### src/rtl/tse_pkg.sv
package tse_pkg;
  localparam int unsigned WORD_W = 32;
  typedef logic [WORD_W-1:0] desc_word_t;
endpackage

### src/rtl/tse_field_unpack.sv
module tse_field_unpack
  import tse_pkg::*;
#(
  parameter int unsigned NS_W = 30,
  parameter int unsigned TW   = 6,
  parameter int unsigned LO_W = 2
) (
  input  desc_word_t       w0,
  input  desc_word_t       w1,
  output logic [TW-1:0]    trunc_sec,
  output logic [NS_W-1:0]  nsec
);
  localparam int unsigned HI_W = TW - LO_W;

  assign nsec = w0[NS_W-1:0];

  generate
    if (HI_W > 0) begin : g_split
      assign trunc_sec = {w1[HI_W-1:0], w0[NS_W +: LO_W]};
      logic unused_w1_hi;
      assign unused_w1_hi = ^w1[WORD_W-1:HI_W];
    end else begin : g_single
      assign trunc_sec = w0[NS_W +: LO_W];
      logic unused_w1_all;
      assign unused_w1_all = ^w1;
    end
  endgenerate

  if (NS_W + LO_W < WORD_W) begin : g_w0_spare
    logic unused_w0_hi;
    assign unused_w0_hi = ^w0[WORD_W-1:NS_W+LO_W];
  end
endmodule

### src/rtl/tse_sec_merge.sv
module tse_sec_merge #(
  parameter int unsigned SEC_W = 48,
  parameter int unsigned TW    = 6
) (
  input  logic [TW-1:0]    trunc_sec,
  input  logic [SEC_W-1:0] live_sec,
  output logic [SEC_W-1:0] full_sec
);
  // One slice period, 2^TW seconds.
  localparam logic [SEC_W-1:0] PERIOD = {{(SEC_W-TW-1){1'b0}}, 1'b1, {TW{1'b0}}};

  logic             wrapped;
  logic [SEC_W-1:0] base;

  // Slice top bit set while the live bit is clear: the live count wrapped after capture.
  assign wrapped  = trunc_sec[TW-1] & ~live_sec[TW-1];
  assign base     = {live_sec[SEC_W-1:TW], trunc_sec};
  assign full_sec = wrapped ? (base - PERIOD) : base;

  generate
    if (TW > 1) begin : g_low_spare
      logic unused_live_lo;
      assign unused_live_lo = ^live_sec[TW-2:0];
    end
  endgenerate
endmodule

### src/rtl/tse_out_stage.sv
module tse_out_stage #(
  parameter int unsigned DW = 78
) (
  input  logic          clk,
  input  logic          rst_n,
  input  logic          in_valid,
  input  logic          in_keep,
  output logic          in_ready,
  input  logic [DW-1:0] in_data,
  output logic          out_valid,
  input  logic          out_ready,
  output logic [DW-1:0] out_data
);
  logic load;

  assign in_ready = ~out_valid | out_ready;
  assign load     = in_valid & in_ready & in_keep;

  always_ff @(posedge clk or negedge rst_n) begin
    if (!rst_n) begin
      out_valid <= 1'b0;
      out_data  <= '0;
    end else if (load) begin
      out_valid <= 1'b1;
      out_data  <= in_data;
    end else if (out_ready) begin
      out_valid <= 1'b0;
    end
  end
endmodule

### src/rtl/tse_expander.sv
module tse_expander
  import tse_pkg::*;
#(
  parameter int unsigned SEC_W = 48,
  parameter int unsigned NS_W  = 30,
  parameter int unsigned TW    = 6,
  parameter int unsigned LO_W  = 2
) (
  input  logic             clk,
  input  logic             rst_n,
  input  logic             in_valid,
  output logic             in_ready,
  input  logic [31:0]      in_word0,
  input  logic [31:0]      in_word1,
  input  logic             in_ts_ok,
  input  logic [SEC_W-1:0] live_sec,
  output logic             out_valid,
  input  logic             out_ready,
  output logic [SEC_W-1:0] out_sec,
  output logic [NS_W-1:0]  out_nsec
);
  localparam int unsigned DW = SEC_W + NS_W;

  logic [TW-1:0]    trunc_sec;
  logic [NS_W-1:0]  nsec;
  logic [SEC_W-1:0] full_sec;
  logic [DW-1:0]    res_q;

  tse_field_unpack #(.NS_W(NS_W), .TW(TW), .LO_W(LO_W)) unpack_i (
    .w0(desc_word_t'(in_word0)), .w1(desc_word_t'(in_word1)),
    .trunc_sec(trunc_sec), .nsec(nsec)
  );

  tse_sec_merge #(.SEC_W(SEC_W), .TW(TW)) merge_i (
    .trunc_sec(trunc_sec), .live_sec(live_sec), .full_sec(full_sec)
  );

  tse_out_stage #(.DW(DW)) stage_i (
    .clk(clk), .rst_n(rst_n),
    .in_valid(in_valid), .in_keep(in_ts_ok), .in_ready(in_ready),
    .in_data({full_sec, nsec}),
    .out_valid(out_valid), .out_ready(out_ready), .out_data(res_q)
  );

  assign out_sec  = res_q[DW-1:NS_W];
  assign out_nsec = res_q[NS_W-1:0];
endmodule

### config.mk
export PLATFORM = sky130hd
export DESIGN_NAME = tse_expander
export DESIGN_NICKNAME = d
export VERILOG_FILES = /design/src/rtl/tse_pkg.sv /design/src/rtl/tse_field_unpack.sv /design/src/rtl/tse_sec_merge.sv /design/src/rtl/tse_out_stage.sv /design/src/rtl/tse_expander.sv
export SDC_FILE = /design/constraint.sdc
export NUM_CORES = 1
export LEC_CHECK = 0
export ABC_AREA = 1
export BUFFER_PORTS_ARGS = -buffer_cell sky130_fd_sc_hd__buf_4
export CAP_MARGIN = 30
export CELL_PAD_IN_SITES_DETAIL_PLACEMENT = 1
export CELL_PAD_IN_SITES_GLOBAL_PLACEMENT = 1
export CORE_MARGIN = 1.5
export CORE_UTILIZATION = 35
export CTS_BUF_LIST = sky130_fd_sc_hd__clkbuf_4 sky130_fd_sc_hd__clkbuf_8
export CTS_CLUSTER_SIZE = 40
export DETAILED_ROUTE_END_ITERATION = 10
export PLACE_DENSITY = 0.95
export SLEW_MARGIN = 10
export SYNTH_ARGS = -nofsm -noshare
export SYNTH_HDL_FRONTEND = slang
export SYNTH_SLANG_ARGS = --single-unit
### constraint.sdc
create_clock -name clk -period 2.5 [get_ports clk]
set_input_delay 0.5 -clock clk [delete_from_list [all_inputs] [get_ports clk]]
set_output_delay 0.5 -clock clk [all_outputs]
set_load 0.02 [all_outputs]
Word-level counts from Yosys, hierarchy flattened
Cells that the tools add are included.
- div/mod/pow operators: 0
- add/subtract/negate cells: 1
- mux-type cells: 3
- shift-type cells: 0
- $mul: 0
- bitwise logic cells: 6
- order comparisons: 0
- eq/ne operators: 0
- reduce and logical (&&, ||, !) cells: 1
- operators by type and width (cell ; count):
    48-bit 2-to-1 mux ; 1
    48-bit by 7-bit subtractor with 48-bit output (second input constant) ; 1
    1-bit AND ; 3
    1-bit 2-to-1 mux ; 2
    1-bit NOT ; 2
    2-bit nonzero test ; 1
    1-bit bitwise OR ; 1
- word-level logic and storage cells: 13
- bits of input ports: 117
- memories: 0
- ROM bits: 0
- register bits after elaboration: 79
- output and inout port bits: 80
- bits in writable memories: 0
- latch bits: 0

Longest topological paths before layout
Gate-level depths: netlist of run 1.
- word-level depth: 5
- depth in mapped cells: 10
- depth with buffers taken out: 10

Modules after synthesis
Synthesis of run 1 repeated with hierarchy kept, for this count alone.
- cell total of the unflattened synthesis: 655
- area, all modules: 4743.3 um2
- modules (own cells, without submodules) (module ; sequential area each (um2) ; cells each ; times used ; area an instance (um2)):
    tse_out_stage ; 1976.9 ; 343 ; 1 ; 3128.0
    tse_sec_merge ; 0.0 ; 276 ; 1 ; 1345.0
    tse_field_unpack ; 0.0 ; 36 ; 1 ; 270.3

Least setup slack after synthesis of run 1
No wires, ideal clock.
- kind: input-to-reg
- start point: input port live_sec[6]
- end point: register stage_i.out_data[74]
- cell stages on the path: 9
- library setup time: 0.117 ns
- data arrival time: 1.453 ns
- path slack: 0.930 ns
- path buffers: 0
- data required time: 2.383 ns
- path through: inv_2 ha_1 nand3_2 nor2_4 nand2_2 nor2_4 nand3_1 nand3_1 nand2_1
- word-level cells in the longest chain between the ends: 2
- RTL lines (element ; line ; text):
    start: declaration ; tse_expander.sv:16 ; input logic [SEC_W-1:0] live_sec,
    48-bit by 7-bit subtractor with 48-bit output ; tse_sec_merge.sv:18 ; assign full_sec = wrapped ? (base - PERIOD) : base;
    48-bit 2-to-1 mux ; tse_sec_merge.sv:18 ;
    end signal: assignment ; tse_out_stage.sv:25 ; out_data <= in_data;
    end: declaration ; tse_out_stage.sv:12 ; output logic [DW-1:0] out_data
Every way passes these cells.
A chain may end at the register's enable or synchronous reset.

Worst setup path in the final report of run 1
- start point: register stage_i.out_valid
- end point: register stage_i.out_data[43]
- word-level cells in the longest chain between the ends: 4
- RTL lines (element ; line ; text):
    start: declaration ; tse_out_stage.sv:10 ; output logic out_valid,
    start signal: assignment ; tse_out_stage.sv:21 ; out_valid <= 1'b0;
    start signal: assignment ; tse_out_stage.sv:24 ; out_valid <= 1'b1;
    start signal: assignment ; tse_out_stage.sv:27 ; out_valid <= 1'b0;
    1-bit NOT ; tse_out_stage.sv:16 ; assign in_ready = ~out_valid | out_ready;
    1-bit bitwise OR ; tse_out_stage.sv:16 ;
    1-bit AND (2 in series) ; tse_out_stage.sv:17 ; assign load = in_valid & in_ready & in_keep;
Every way passes these cells.

==> metrics, run 1 <==
status complete, no violations; Setup TNS 0 ps; CTS Sinks 79; Total GRT Usage 22.9%; RSZ-0062 raised after global routing no; Worst Setup Start Kind flip-flop; Area contributors post-synth dfrtp_1 46%, nand2_1 24%, nor2_1 6.6%; RePlAce Congestion 0.891; Crit Path Max Fanout 47; Pwr Total 0.00377 W; worst-skew pair later-pin latency 380 ps; Syn Inst Count 615; final count of hold timing violations 0; Vias 4513; Worst Clk Skew 11.9 ps; Port Buf Inserts 163; postcts setup bufs 0; DRC errors left 0; die height 114 um; DR iter-0 viols 196; max-cap check violation count 0; CP Cell Sequence nand2_1, nand3_4, inv_2, buf_4, nor2_1, o21bai_1; syn_nets 733; delay-heaviest family, CP buffers and inverters; Tcrit/Tclk final 68.7%; Final Setup Violations 0; Die X 114 um; Worst Setup End Kind flip-flop; Clock H-tree levels 3; Slew HR 66.9%; largest net degree at the start of global routing 69; first-pass GRT wire length 22900 um; CTS Buffer Depth 2; commonest cells in the netlist 270 x nand2_1, 79 x dfrtp_1, 75 x nor2_1; Crit path buffers/inverters 2; WP data arrival 1980 ps; HP Class in2async; #FFs+latches synth 79; GRT met2 Usage 41.3%; vias in the first global route 4708; die area 12900 um^2; Critical-path top delay cell buf_4; main flop type after synthesis dfrtp_1; CP Class reg2reg; TritonCTS buffer count 9; initial core utilization 35.8%; fmax 0.582 GHz; Pre-antenna DRT Iters 5; EDFF count, synth 0; maximum VDD drop 0.305 mV; drt total wl 14600 um; FFs w/ async S/R, synth 100%; Yosys cell types 27; Final min period 1720 ps; most frequent cell after synthesis nand2_1; DR vias/cell 4.85; sequential share of the synthesized area 46.1%; IO Count 197; Mapped Avg Cell Area 6.97 um^2; Pleak 3.09 nW; antenna viol nets, final 0; GRT Residual Overflow 0; # diodes 0; share of the synthesized area in the top cell type 46.1%; Post-CTS Hold Fix Bufs 0; cell taking the most area after synthesis dfrtp_1; crit-path max cell delay 420 ps; GR Layer Usage met1 26.5%; Routed WL per cell 15.7 um; core area 12000 um^2; P per Cell Area 639 nW/um^2; initial antenna violation count 0; layout cells sized above 1 27.1%; std cell rows 40; DP HPWL 11300 um; Critical Path RT 2760 ps; Most Crowded Layer GR met2; Final Max Tran Viols 0; Post-Syn Area 4290 um^2; Worst-path clk slew 100 ps; Worst Max-Slew Pin Slew 497 ps; CTS resizes 0; nets@finish 896; area grow syn2layout 37.7%; CTS root buffer clkbuf_8; CTS tree yes; met3 Usage GRT 5.10%; Synth Warn # 0
[kinds of logic (layout without fill, tap and decap cells)]
kind of cell | count (synthesis) | in the layout | synth area share [%]
and+or+nand+nor | 428 | 428 | 41.9
buffers and inverters | 72 | 240 | 6.54
DFF | 79 | 79 | 46.1
AOI/OAI and AO/OA | 26 | 26 | 3.33
adders and majority gates | 1 | 1 | 0.292
xor gates and xnor gates | 9 | 9 | 1.84
[placed cells by master (no fill, tap or decap), types with 7 or more instances in the layout]
cell type	Yosys	layout
xor2_1	7	7
inv_1	50	50
dfrtp_1	79	79
o21ai_1	12	12
buf_4	0	167
nand3_1	52	51
nor2_4	7	7
nor2_2	8	8
nand2_1	270	270
nor2_1	75	75
clkbuf_8	0	11
[metal layers]
metal	part of all wire (%)	up-vias
met5	0	-
met4	2.2	0
met3	5.3	23
met2	51	116
met1	42	2165
li1	-	2209
[power by group]
group,internal (W),total [W],switching [W]
sequential,0.00148,0.00160,0.000123
combinational,0.000471,0.00112,0.000650
clock,0.000525,0.00105,0.000523
[metrics by stage]
step | util (%) | std cells | setup WS (ps) | hold WS (ps) | cell area, um^2
finish | 49.3 | 930 | 783 | 45.5 | 5900
global route | 49.3 | 930 | 594 | 48.0 | 5900
CTS | 49.3 | 930 | 740 | 46.5 | 5900
global placement | 47.5 | 914 | 570 | 461 | 5690
detailed placement | 47.5 | 914 | 508 | 458 | 5690
floorplan | - | 615 | 930 | 204 | 4290
[sequential cells by signal, indices dropped and copies added (netlist names)]
name,count
stage_i.out_valid,1
stage_i.out_data,78
[worst paths after layout]
path                            cells after the start                             from                          endpoint  slack, ps
worst max-delay path                                6    stage_i.out_valid$_DFFE_PN0P_  stage_i.out_data[43]$_DFFE_PN0P_        780
worst min-delay path                                1                            rst_n  stage_i.out_data[25]$_DFFE_PN0P_         50
worst max register to register                      6    stage_i.out_valid$_DFFE_PN0P_  stage_i.out_data[43]$_DFFE_PN0P_        780
worst min register to register                      2  stage_i.out_data[8]$_DFFE_PN0P_   stage_i.out_data[8]$_DFFE_PN0P_        480
max in group asynchronous                           2                            rst_n  stage_i.out_data[48]$_DFFE_PN0P_       1770
min in group clk                                    3                      in_word1[0]  stage_i.out_data[32]$_DFFE_PN0P_        310
[area by class of cell]
class                      instances  area (um^2)
clock buffer                      11          151
clock inverter                     5         63.8
fill                            1562         6060
inverter                          56          210
multi-input combinational        464         2040
sequential                        79         1980
tap                              147          184
timing repair buffer             168         1270
(Power assumes the default switching activity.)
==> run 2: changes to the inputs <==
Settings changed: CORE_UTILIZATION 35 to 30, PLACE_DENSITY 0.95 to 0.9.
Clock period 2.5 ns to 1.5 ns, I/O delays scaled along.
==> run 2 against run 1 <==
Hold slack better by 62 ps. First-iteration DRC count increased by 6.1%. Die area grew 16%. Largest power group unchanged. Clock-buffer cell count is 1 lower. Clock power grew 71%. Core utilization fell by 4.2 points. Via count is 3.0% higher. Register-to-register slack got worse by 680 ps.
==> metrics, run 2 (synthesis results as in run 1) <==
Sw Pwr 0.00215 W (+66%); largest net degree at the start of global routing 80 (+16%); Routed WL per cell 15.4 um (-1.7%); RePlAce Congestion 0.931 (+4.4%); vias in the first global route 5003 (+6.3%); postcts setup bufs 0 (unchanged); Final min period 1400 ps (-315 ps); Pwr Total 0.00641 W (+70%); Worst Setup Start Kind flip-flop; Pint 0.00426 W (+72%); worst reg2reg setup slack 100 ps (-680 ps); core area 13900 um^2 (+16%); # diodes 0 (unchanged); Final Max Tran Viols 0 (unchanged); GR Layer Usage met1 26.8% (+0.38 points); Worst Max-Slew Pin Slew 490 ps (-6.40 ps); delay-heaviest family, CP simple AND/OR/NAND/NOR gates; hold_sp in_word0[17]; CP startpoint stage_i.out_valid$_DFFE_PN0P_; Worst Clk Skew 7.91 ps (-3.95 ps); Clock H-tree levels 3 (unchanged); CP Class reg2reg; final core utilization 45.1% (-4.2 points); first-pass GRT wire length 24900 um (+8.8%); Pre-antenna DRT Iters 4 (-1); fmax 0.713 GHz (+22%); GRT Residual Overflow 0 (unchanged); Slew HR 67.3% (+0.43 points); sequential power share 41.6% (-0.9 points); DRC errors left 0 (unchanged); Reg-to-Reg Start stage_i.out_valid$_DFFE_PN0P_; std cell rows 43 (+7.5%); CTS Sinks 79 (unchanged); nets@finish 937 (+4.6%); Die X 123 um (+7.8%); Top reg by flops stage_i.out_data; Critical Path RT 1810 ps (-950 ps); initial antenna violation count 0 (unchanged); final count of hold timing violations 0 (unchanged); worst-skew pair later-pin latency 380 ps (about the same); Tcrit/Tclk final 93.5% (+25 points); Regs by FF count stage_i.out_data: 78 flops, stage_i.out_valid: 1 flops; CTS tree yes; antenna viol nets, final 0 (unchanged); design area 6290 um^2 (+6.6%); area grow syn2layout 46.8%; CP Cell Sequence nand2_1, nand3_4, inv_4, buf_12, nand3_1, nand2_1; Most Crowded Layer GR met2; most used cell, CP nand2_1; most frequent cells in the layout 270 x nand2_1, 204 x buf_4, 79 x dfrtp_1; DR vias/cell 4.64 (-4.5%); hold_ws 107 ps (+61.9 ps); die area 15000 um^2 (+16%); GRT met2 Usage 36.6% (-4.7 points); initial core utilization 30.8% (-5.1 points); crit-path max cell delay 380 ps (-40 ps); worst setup margin 97.8 ps (-685 ps); Port Buf Inserts 163 (unchanged); Worst-path clk slew 90 ps (about the same); Worst Setup End Kind flip-flop; IO Count 197 (unchanged); TritonCTS buffer count 9 (unchanged); DR iter-0 viols 208 (+6.1%); Vias 4650 (+3.0%); DP HPWL 12000 um (+6.1%); Comb power frac 30.2% (+0.5 points); CTS root buffer clkbuf_8; Cell Area, Placed 6060 um^2 (+6.7%); drt total wl 15500 um (+6.1%); Pleak 3.30 nW (+6.9%); Total GRT Usage 21.6% (-1.2 points); CTS Buffer Depth 2 (unchanged); max-cap check violation count 0 (unchanged); Critical-path top delay cell dfrtp_1; maximum VDD drop 0.444 mV (+46%); Crit Path Max Fanout 26 (-45%); status complete, no violations; layout cells sized above 1 30.5% (+3.4 points); met3 Usage GRT 3.67% (-1.4 points); clock power share 28.1% (+0.3 points); commonest non-fill, non-tap cell in the layout nand2_1; max reg flops 78 (unchanged); WP data arrival 1710 ps (-270 ps); die height 123 um (+7.8%); HP Class in2reg; P per Cell Area 1020 nW/um^2 (+59%); Final Setup Violations 0 (unchanged); Crit path buffers/inverters 2 (unchanged); sw frac 33.6% (-0.75 points); pre-CTS setup slack -169 ps (-677 ps)
## run 2: path summary, 6_finish.rpt
check                                                   end  cells after the start
hold / removal             stage_i.out_data[17]$_DFFE_PN0P_                      3
setup reg to reg           stage_i.out_data[75]$_DFFE_PN0P_                      6
max in group asynchronous  stage_i.out_data[37]$_DFFE_PN0P_                      3
hold reg to reg             stage_i.out_data[0]$_DFFE_PN0P_                      2
min in group asynchronous  stage_i.out_data[69]$_DFFE_PN0P_                      3
setup / recovery           stage_i.out_data[75]$_DFFE_PN0P_                      6
## run 2: power groups by stage
stage	registers [W]	clock network [W]	logic [W]
finish	0.00267	0.00180	0.00194
global route	0.00271	0.00194	0.00212
CTS	0.00267	0.00187	0.00197
detailed placement	0.00271	0	0.00196
global placement	0.00269	0	0.00191
floorplan	0.00311	0	0.000476
## run 2: final cells by class
type | instances | area (um^2)
Fill cell | 1809 | 7640
Sequential cell | 79 | 1980
Clock buffer | 10 | 131
Clock inverter | 5 | 82.6
Tap cell | 180 | 225
Multi-Input combinational cell | 464 | 2040
Inverter | 56 | 213
Timing Repair Buffer | 209 | 1620
## run 2: routing by layer
metal	vias up	routed length, um
met4	0	483
met2	99	7690
met3	29	536
li1	2299	-
met5	-	0
met1	2223	6740
## run 2: worst reg2reg max path: cells and delay by family, from the launching register on
| family | cells | cell delay, ps |
|---|---|---|
| AND/OR/NAND/NOR | 4 | 550 |
| buffers and inverters | 2 | 410 |
| flip-flops | 1 | 380 |
## run 2: timing repair
item | 4_1_cts | 5_1_grt
hold buffers | 1 | 0
hold endpoints to repair | 79 | 0
gates resized for setup | 0 | 2
setup endpoints to repair | 0 | 19
## run 2: stage by stage
step	TNS [ps]	std cells
CTS	0	1003
global route	-10.9	1003
floorplan	0	615
global placement	-1580	987
detailed placement	-2990	987
finish	0	1003
